==> src/rtl/edge_hist_pkg.sv <==
package edge_hist_pkg;
  localparam int unsigned NUM_PH = 3;
  localparam int unsigned PH_W   = 2;
  typedef logic [PH_W-1:0] ph_idx_t;
  localparam ph_idx_t PH_RESET = ph_idx_t'(1);

  // boundary at edge position k sits between phases k-1 and k; opposite phase is k+1
  function automatic ph_idx_t far_phase(ph_idx_t edge_pos);
    return (edge_pos == ph_idx_t'(NUM_PH - 1)) ? ph_idx_t'(0) : ph_idx_t'(edge_pos + 1'b1);
  endfunction
endpackage

==> src/rtl/ehp_edge_det.sv <==
module ehp_edge_det
  import edge_hist_pkg::*;
(
  input  logic              clk_i,
  input  logic              rst_ni,
  input  logic              valid_i,
  input  logic [NUM_PH-1:0] smp_i,
  output logic [NUM_PH-1:0] flag_o
);
  logic last_q;
  logic seen_q;

  always_ff @(posedge clk_i or negedge rst_ni) begin
    if (!rst_ni) begin
      last_q <= 1'b0;
      seen_q <= 1'b0;
    end else if (valid_i) begin
      last_q <= smp_i[NUM_PH-1];
      seen_q <= 1'b1;
    end
  end

  // cross-period edge needs a real previous beat
  assign flag_o[0] = seen_q & (last_q ^ smp_i[0]);

  for (genvar k = 1; k < NUM_PH; k++) begin : g_inner
    assign flag_o[k] = smp_i[k-1] ^ smp_i[k];
  end
endmodule

==> src/rtl/ehp_hist.sv <==
module ehp_hist
  import edge_hist_pkg::*;
#(
  parameter int unsigned WIN   = 8,
  parameter int unsigned CNT_W = 3
) (
  input  logic                          clk_i,
  input  logic                          rst_ni,
  input  logic                          valid_i,
  input  logic [NUM_PH-1:0]             flag_i,
  output logic [NUM_PH-1:0][CNT_W-1:0]  sum_o,
  output logic [NUM_PH-1:0][CNT_W-1:0]  cnt_o,
  output logic                          win_end_o
);
  localparam int unsigned WIN_W = (WIN > 1) ? $clog2(WIN) : 1;
  localparam logic [WIN_W-1:0] BEAT_LAST = WIN_W'(WIN - 1);
  localparam logic [CNT_W-1:0] CNT_MAX   = {CNT_W{1'b1}};

  logic [WIN_W-1:0] beat_q;

  assign win_end_o = valid_i && (beat_q == BEAT_LAST);

  always_ff @(posedge clk_i or negedge rst_ni) begin
    if (!rst_ni) begin
      beat_q <= '0;
    end else if (valid_i) begin
      beat_q <= win_end_o ? '0 : beat_q + 1'b1;
    end
  end

  for (genvar k = 0; k < NUM_PH; k++) begin : g_cnt
    logic [CNT_W-1:0] c_q;

    assign sum_o[k] = (c_q == CNT_MAX) ? CNT_MAX : c_q + CNT_W'(flag_i[k]);
    assign cnt_o[k] = c_q;

    always_ff @(posedge clk_i or negedge rst_ni) begin
      if (!rst_ni) begin
        c_q <= '0;
      end else if (valid_i) begin
        c_q <= win_end_o ? '0 : sum_o[k];
      end
    end
  end
endmodule

==> src/rtl/ehp_decide.sv <==
module ehp_decide
  import edge_hist_pkg::*;
#(
  parameter int unsigned CNT_W = 3
) (
  input  logic                         clk_i,
  input  logic                         rst_ni,
  input  logic                         win_end_i,
  input  logic [NUM_PH-1:0][CNT_W-1:0] sum_i,
  output ph_idx_t                      phase_o
);
  ph_idx_t          best_idx;
  logic [CNT_W-1:0] best_val;
  logic             tie;
  ph_idx_t          phase_q;

  always_comb begin
    best_idx = '0;
    best_val = sum_i[0];
    tie      = 1'b0;
    for (int k = 1; k < NUM_PH; k++) begin
      if (sum_i[k] > best_val) begin
        best_idx = ph_idx_t'(k);
        best_val = sum_i[k];
        tie      = 1'b0;
      end else if (sum_i[k] == best_val) begin
        tie = 1'b1;
      end
    end
  end

  always_ff @(posedge clk_i or negedge rst_ni) begin
    if (!rst_ni) begin
      phase_q <= PH_RESET;
    end else if (win_end_i && !tie) begin
      phase_q <= far_phase(best_idx);
    end
  end

  assign phase_o = phase_q;
endmodule

==> src/rtl/edge_hist_picker.sv <==
module edge_hist_picker
  import edge_hist_pkg::*;
#(
  parameter int unsigned WIN   = 8,
  parameter int unsigned CNT_W = 3
) (
  input  logic              clk_i,
  input  logic              rst_ni,
  input  logic              smp_valid_i,
  input  logic [NUM_PH-1:0] smp_i,
  output logic              bit_o,
  output logic              bit_valid_o,
  output logic [PH_W-1:0]   phase_o
);
  logic [NUM_PH-1:0]            flag;
  logic [NUM_PH-1:0][CNT_W-1:0] sum_nxt;
  logic [NUM_PH-1:0][CNT_W-1:0] cnt_all;
  logic                         win_end;
  ph_idx_t                      phase_sel;

  ehp_edge_det u_edge (
    .clk_i   (clk_i),
    .rst_ni  (rst_ni),
    .valid_i (smp_valid_i),
    .smp_i   (smp_i),
    .flag_o  (flag)
  );

  ehp_hist #(.WIN(WIN), .CNT_W(CNT_W)) u_hist (
    .clk_i     (clk_i),
    .rst_ni    (rst_ni),
    .valid_i   (smp_valid_i),
    .flag_i    (flag),
    .sum_o     (sum_nxt),
    .cnt_o     (cnt_all),
    .win_end_o (win_end)
  );

  ehp_decide #(.CNT_W(CNT_W)) u_decide (
    .clk_i     (clk_i),
    .rst_ni    (rst_ni),
    .win_end_i (win_end),
    .sum_i     (sum_nxt),
    .phase_o   (phase_sel)
  );

  always_ff @(posedge clk_i or negedge rst_ni) begin
    if (!rst_ni) begin
      bit_o       <= 1'b0;
      bit_valid_o <= 1'b0;
    end else begin
      bit_valid_o <= smp_valid_i;
      if (smp_valid_i) bit_o <= smp_i[phase_sel];
    end
  end

  assign phase_o = phase_sel;
endmodule

==> config.mk <==
export PLATFORM = sky130hd
export DESIGN_NAME = edge_hist_picker
export DESIGN_NICKNAME = d
export VERILOG_FILES = /design/src/rtl/edge_hist_pkg.sv /design/src/rtl/ehp_edge_det.sv /design/src/rtl/ehp_hist.sv /design/src/rtl/ehp_decide.sv /design/src/rtl/edge_hist_picker.sv
export SDC_FILE = /design/constraint.sdc
export NUM_CORES = 1
export LEC_CHECK = 0
export CAP_MARGIN = 0
export CORE_UTILIZATION = 44
export CTS_CLUSTER_SIZE = 14
export DETAILED_ROUTE_END_ITERATION = 12
export DONT_BUFFER_PORTS = 1
export PLACE_DENSITY_LB_ADDON = 0.08
export RECOVER_POWER = 25
export SETUP_SLACK_MARGIN = 0.05
export SYNTH_ARGS = -nofsm -noshare
export SYNTH_HDL_FRONTEND = slang
export SYNTH_HIERARCHICAL = 1
export SYNTH_SLANG_ARGS = --single-unit
export TNS_END_PERCENT = 10
==> constraint.sdc <==
create_clock -name clk_i -period 6.25 [get_ports clk_i]
set_input_delay 0.9375 -clock clk_i [delete_from_list [all_inputs] [get_ports clk_i]]
set_output_delay 0.9375 -clock clk_i [all_outputs]
set_load 0.01 [all_outputs]
==> results.cfg <==
[clock_network]
post_cts_resized = 0
cts_setup_buffers = 0
insertion_delay_ns = 0.30
hold_buffers = 0
cts_inserted_buffers = 3
cts_max_path_buffers = 2
root_buffer = clkbuf_4
clk_pin_slew_ns = 0.11
cts_tree = built
cts_sinks = 18
htreeDepth = 1

[layout]
nFillCells = 248
nets = 142
synthToLayoutAreaGrowth_pct = 5.22
multi_input_area_sq_um = 712
regArea_sq_um = 452
num_antenna_cells = 0
layout-drive-gt1-share_pct = 17.4

[floorplanning]
ios = 10
initial_core_util_pct = 47.5
core.rowCount = 18
die_w_um = 54.2
fp.dieH_um = 54.2
fp.coreArea_sq_um = 2520
die_area_sq_um = 2930

[worst_setup_path]
path_delay_family = adder cells
path_buf_inv = 1
slowest_delay_ns = 0.32
slowest_stage = ha_1
crit_path_end_kind = register
crit_arrival_ns = 3.87
required_ns = 6.45
worstSetupStartpointType = primary input
critPathMostFrequentCell = ha_1
path_cells = xor2_1 -> and2_1 -> ha_1 -> ha_1 -> nand2_1 -> a21oi_1 -> nor2_1 -> inv_1 -> ha_1 -> nand2_1 -> o21ai_2 -> and2_4 -> mux2_4 -> ha_1 -> nand3_1 -> nand2_1 -> o21bai_1 -> a22o_2
path_max_fanout = 3
crit_type = in -> reg

[pwr]
power_density_nw_per_um2 = 579
ir_drop_v = 0.000343
leakage_nw = 0.579

[sta]
fin_skew_ns = 0.0104
hold_ws_ns = 0.315
finalHoldViolCount = 0
min_period_ns = 3.67
period_share_pct = 58.7
timing.fmax_ghz = 0.272
max_slew.worst_pin.slew_ns = 0.282
rsz0062_at_grt = no
slew-limit-headroom_pct = 81.2
fin_ws_ns = 2.58
tns_ns = 0
final_max_slew_viol_count = 0
setup_viol = 0

[yosys]
syn-num-nets = 138
yosys_warnings = 6
synth_ff_type = dfrtp_1
synth_edf_count = 0
yosysSeqAreaShare_pct = 37.7
avgSynthCellArea_sq_um = 10.1
synthCells = 118
syn_area_sq_um = 1200
async_flop_share_pct = 100
ys_types = 32
ys_seq_elements = 18

[route]
vias = 850
drt_iter0_markers = 10
routed_via_density = 5.63
dr.pass1.iters = 4
wl_per_cell_um = 14.7
drt_drc_violations_left = 0
drt_wl_total_um = 2230
ant_nets = 0

[global_route]
grt_remaining_overflow = 0
antenna_found_initial = 0
grt_pass1_wl_um = 3590
grt_pass1_vias = 809
grt_start_max_net_pins = 22
grtUsageTotal_pct = 17.6

[placed_design]
port_buffers = 0
dp_hpwl_um = 1700
routabilityCongestion = 0.719
dp_slack_ns = 2.27

[run_status]
status = completed

[hold_path]
hp-class = in -> async

[flow_run]
maxCapViolations = 0
[layer usage]
metal | part of all wire (%) | track usage, % | vias to the layer above
met2 | 47 | 26.8 | 6
met3 | 2.1 | 3.67 | 0
met4 | 0 | 5.13 | 0
met1 | 51 | 24.9 | 412
met5 | 0 | 0 | -
li1 | - | - | 432
[synth_stat cells, types with 3 or more instances]
cell	instances	area, sq um
nor2_1	6	22.5
inv_1	6	22.5
nand2_1	11	41.3
a21oi_2	3	26.3
nand2b_1	7	43.8
a21oi_1	11	55.1
dfrtp_1	17	425
o2bb2ai_1	5	43.8
xor2_1	3	26.3
ha_1	14	175
nand3_1	7	35.0
[metrics by stage]
stage          std cells  area, sq um  total power, mW  utilization, %
2_1_floorplan        118         1200            0.575               -
3_3_place_gp         147         1220            0.641            48.5
3_5_place_dp         147         1220            0.659            48.5
4_1_cts              151         1260            0.735            50.0
5_1_grt              151         1260            0.799            50.0
6_report             151         1260            0.729            50.0
[kinds of logic (layout without fill, tap and decap cells)]
group,Yosys count,in the layout,share of synthesized area (%)
AOI/OAI and AO/OA,29,29,17.9
xor gates and xnor gates,3,3,2.19
adders and majority gates,14,14,14.6
buffers and inverters,7,10,2.82
DFF,18,18,37.7
muxes,6,6,6.06
and+or+nand+nor,41,41,18.7
[worst paths after layout]
check,cells past startpoint,startpoint,slack [ns],endpoint
min in group clk_i,1,u_edge/seen_q,0.48,u_edge/seen_q
worst min-delay path,0,rst_ni,0.32,u_decide/phase_o[1]
worst min register to register,1,u_edge/seen_q,0.48,u_edge/seen_q
worst max-delay path,18,smp_i[0],2.58,u_decide/phase_o[1]
worst max register to register,18,u_edge/last_q,2.81,u_decide/phase_o[1]
max in group asynchronous,0,rst_ni,5.76,u_decide/phase_o[0]
[area by class of cell]
| type | instances | area share [%] |
|---|---|---|
| Multi-Input combinational cell | 93 | 56.5 |
| Clock buffer | 4 | 2.88 |
| Tap cell | 30 | 2.98 |
| Inverter | 6 | 1.79 |
| Sequential cell | 18 | 35.8 |
[cells in the final DEF, fill, tap and decap left out, types with 2 or more instances in the layout]
cell type	n
clkbuf_4	3
xor2_1	3
mux2_4	2
a21oi_2	3
nor2_1	6
nand3_1	7
a21oi_1	11
ha_1	14
mux2_2	2
nand4b_1	2
inv_1	6
and3_1	2
a211oi_2	2
o2bb2ai_1	5
and2_4	2
nand2_1	11
nand2b_1	7
dfrtp_1	17
mux2i_1	2
[worst register-to-register path, stage by stage, from the launching register on]
cell      delay [ns]
dfrtp_1         0.40
xor2_1          0.14
and2_1          0.15
ha_1            0.19
ha_1            0.22
nand2_1         0.08
a21oi_1         0.06
nor2_1          0.18
inv_1           0.06
ha_1            0.32
nand2_1         0.09
o21ai_2         0.17
and2_4          0.18
mux2_4          0.29
ha_1            0.27
nand3_1         0.08
nand2_1         0.07
o21bai_1        0.18
a22o_2          0.21
[where the power goes]
| part | total, mW | switching (mW) | internal (mW) | leakage [nW] |
|---|---|---|---|---|
| registers | 0.219 | 0.0555 | 0.164 | 0.214 |
| clock network | 0.0734 | 0.0379 | 0.0355 | 0.0210 |
| logic | 0.436 | 0.221 | 0.215 | 0.343 |
[registers in the layout, indices dropped and copies added (netlist names)]
register          cells
bit_valid_o           1
u_edge/seen_q         1
bit_o                 1
u_edge/last_q         1
u_hist/beat_q         3
u_decide/phase_o      2
u_hist/g_cnt.c_q      9
(Power assumes the default switching activity.)
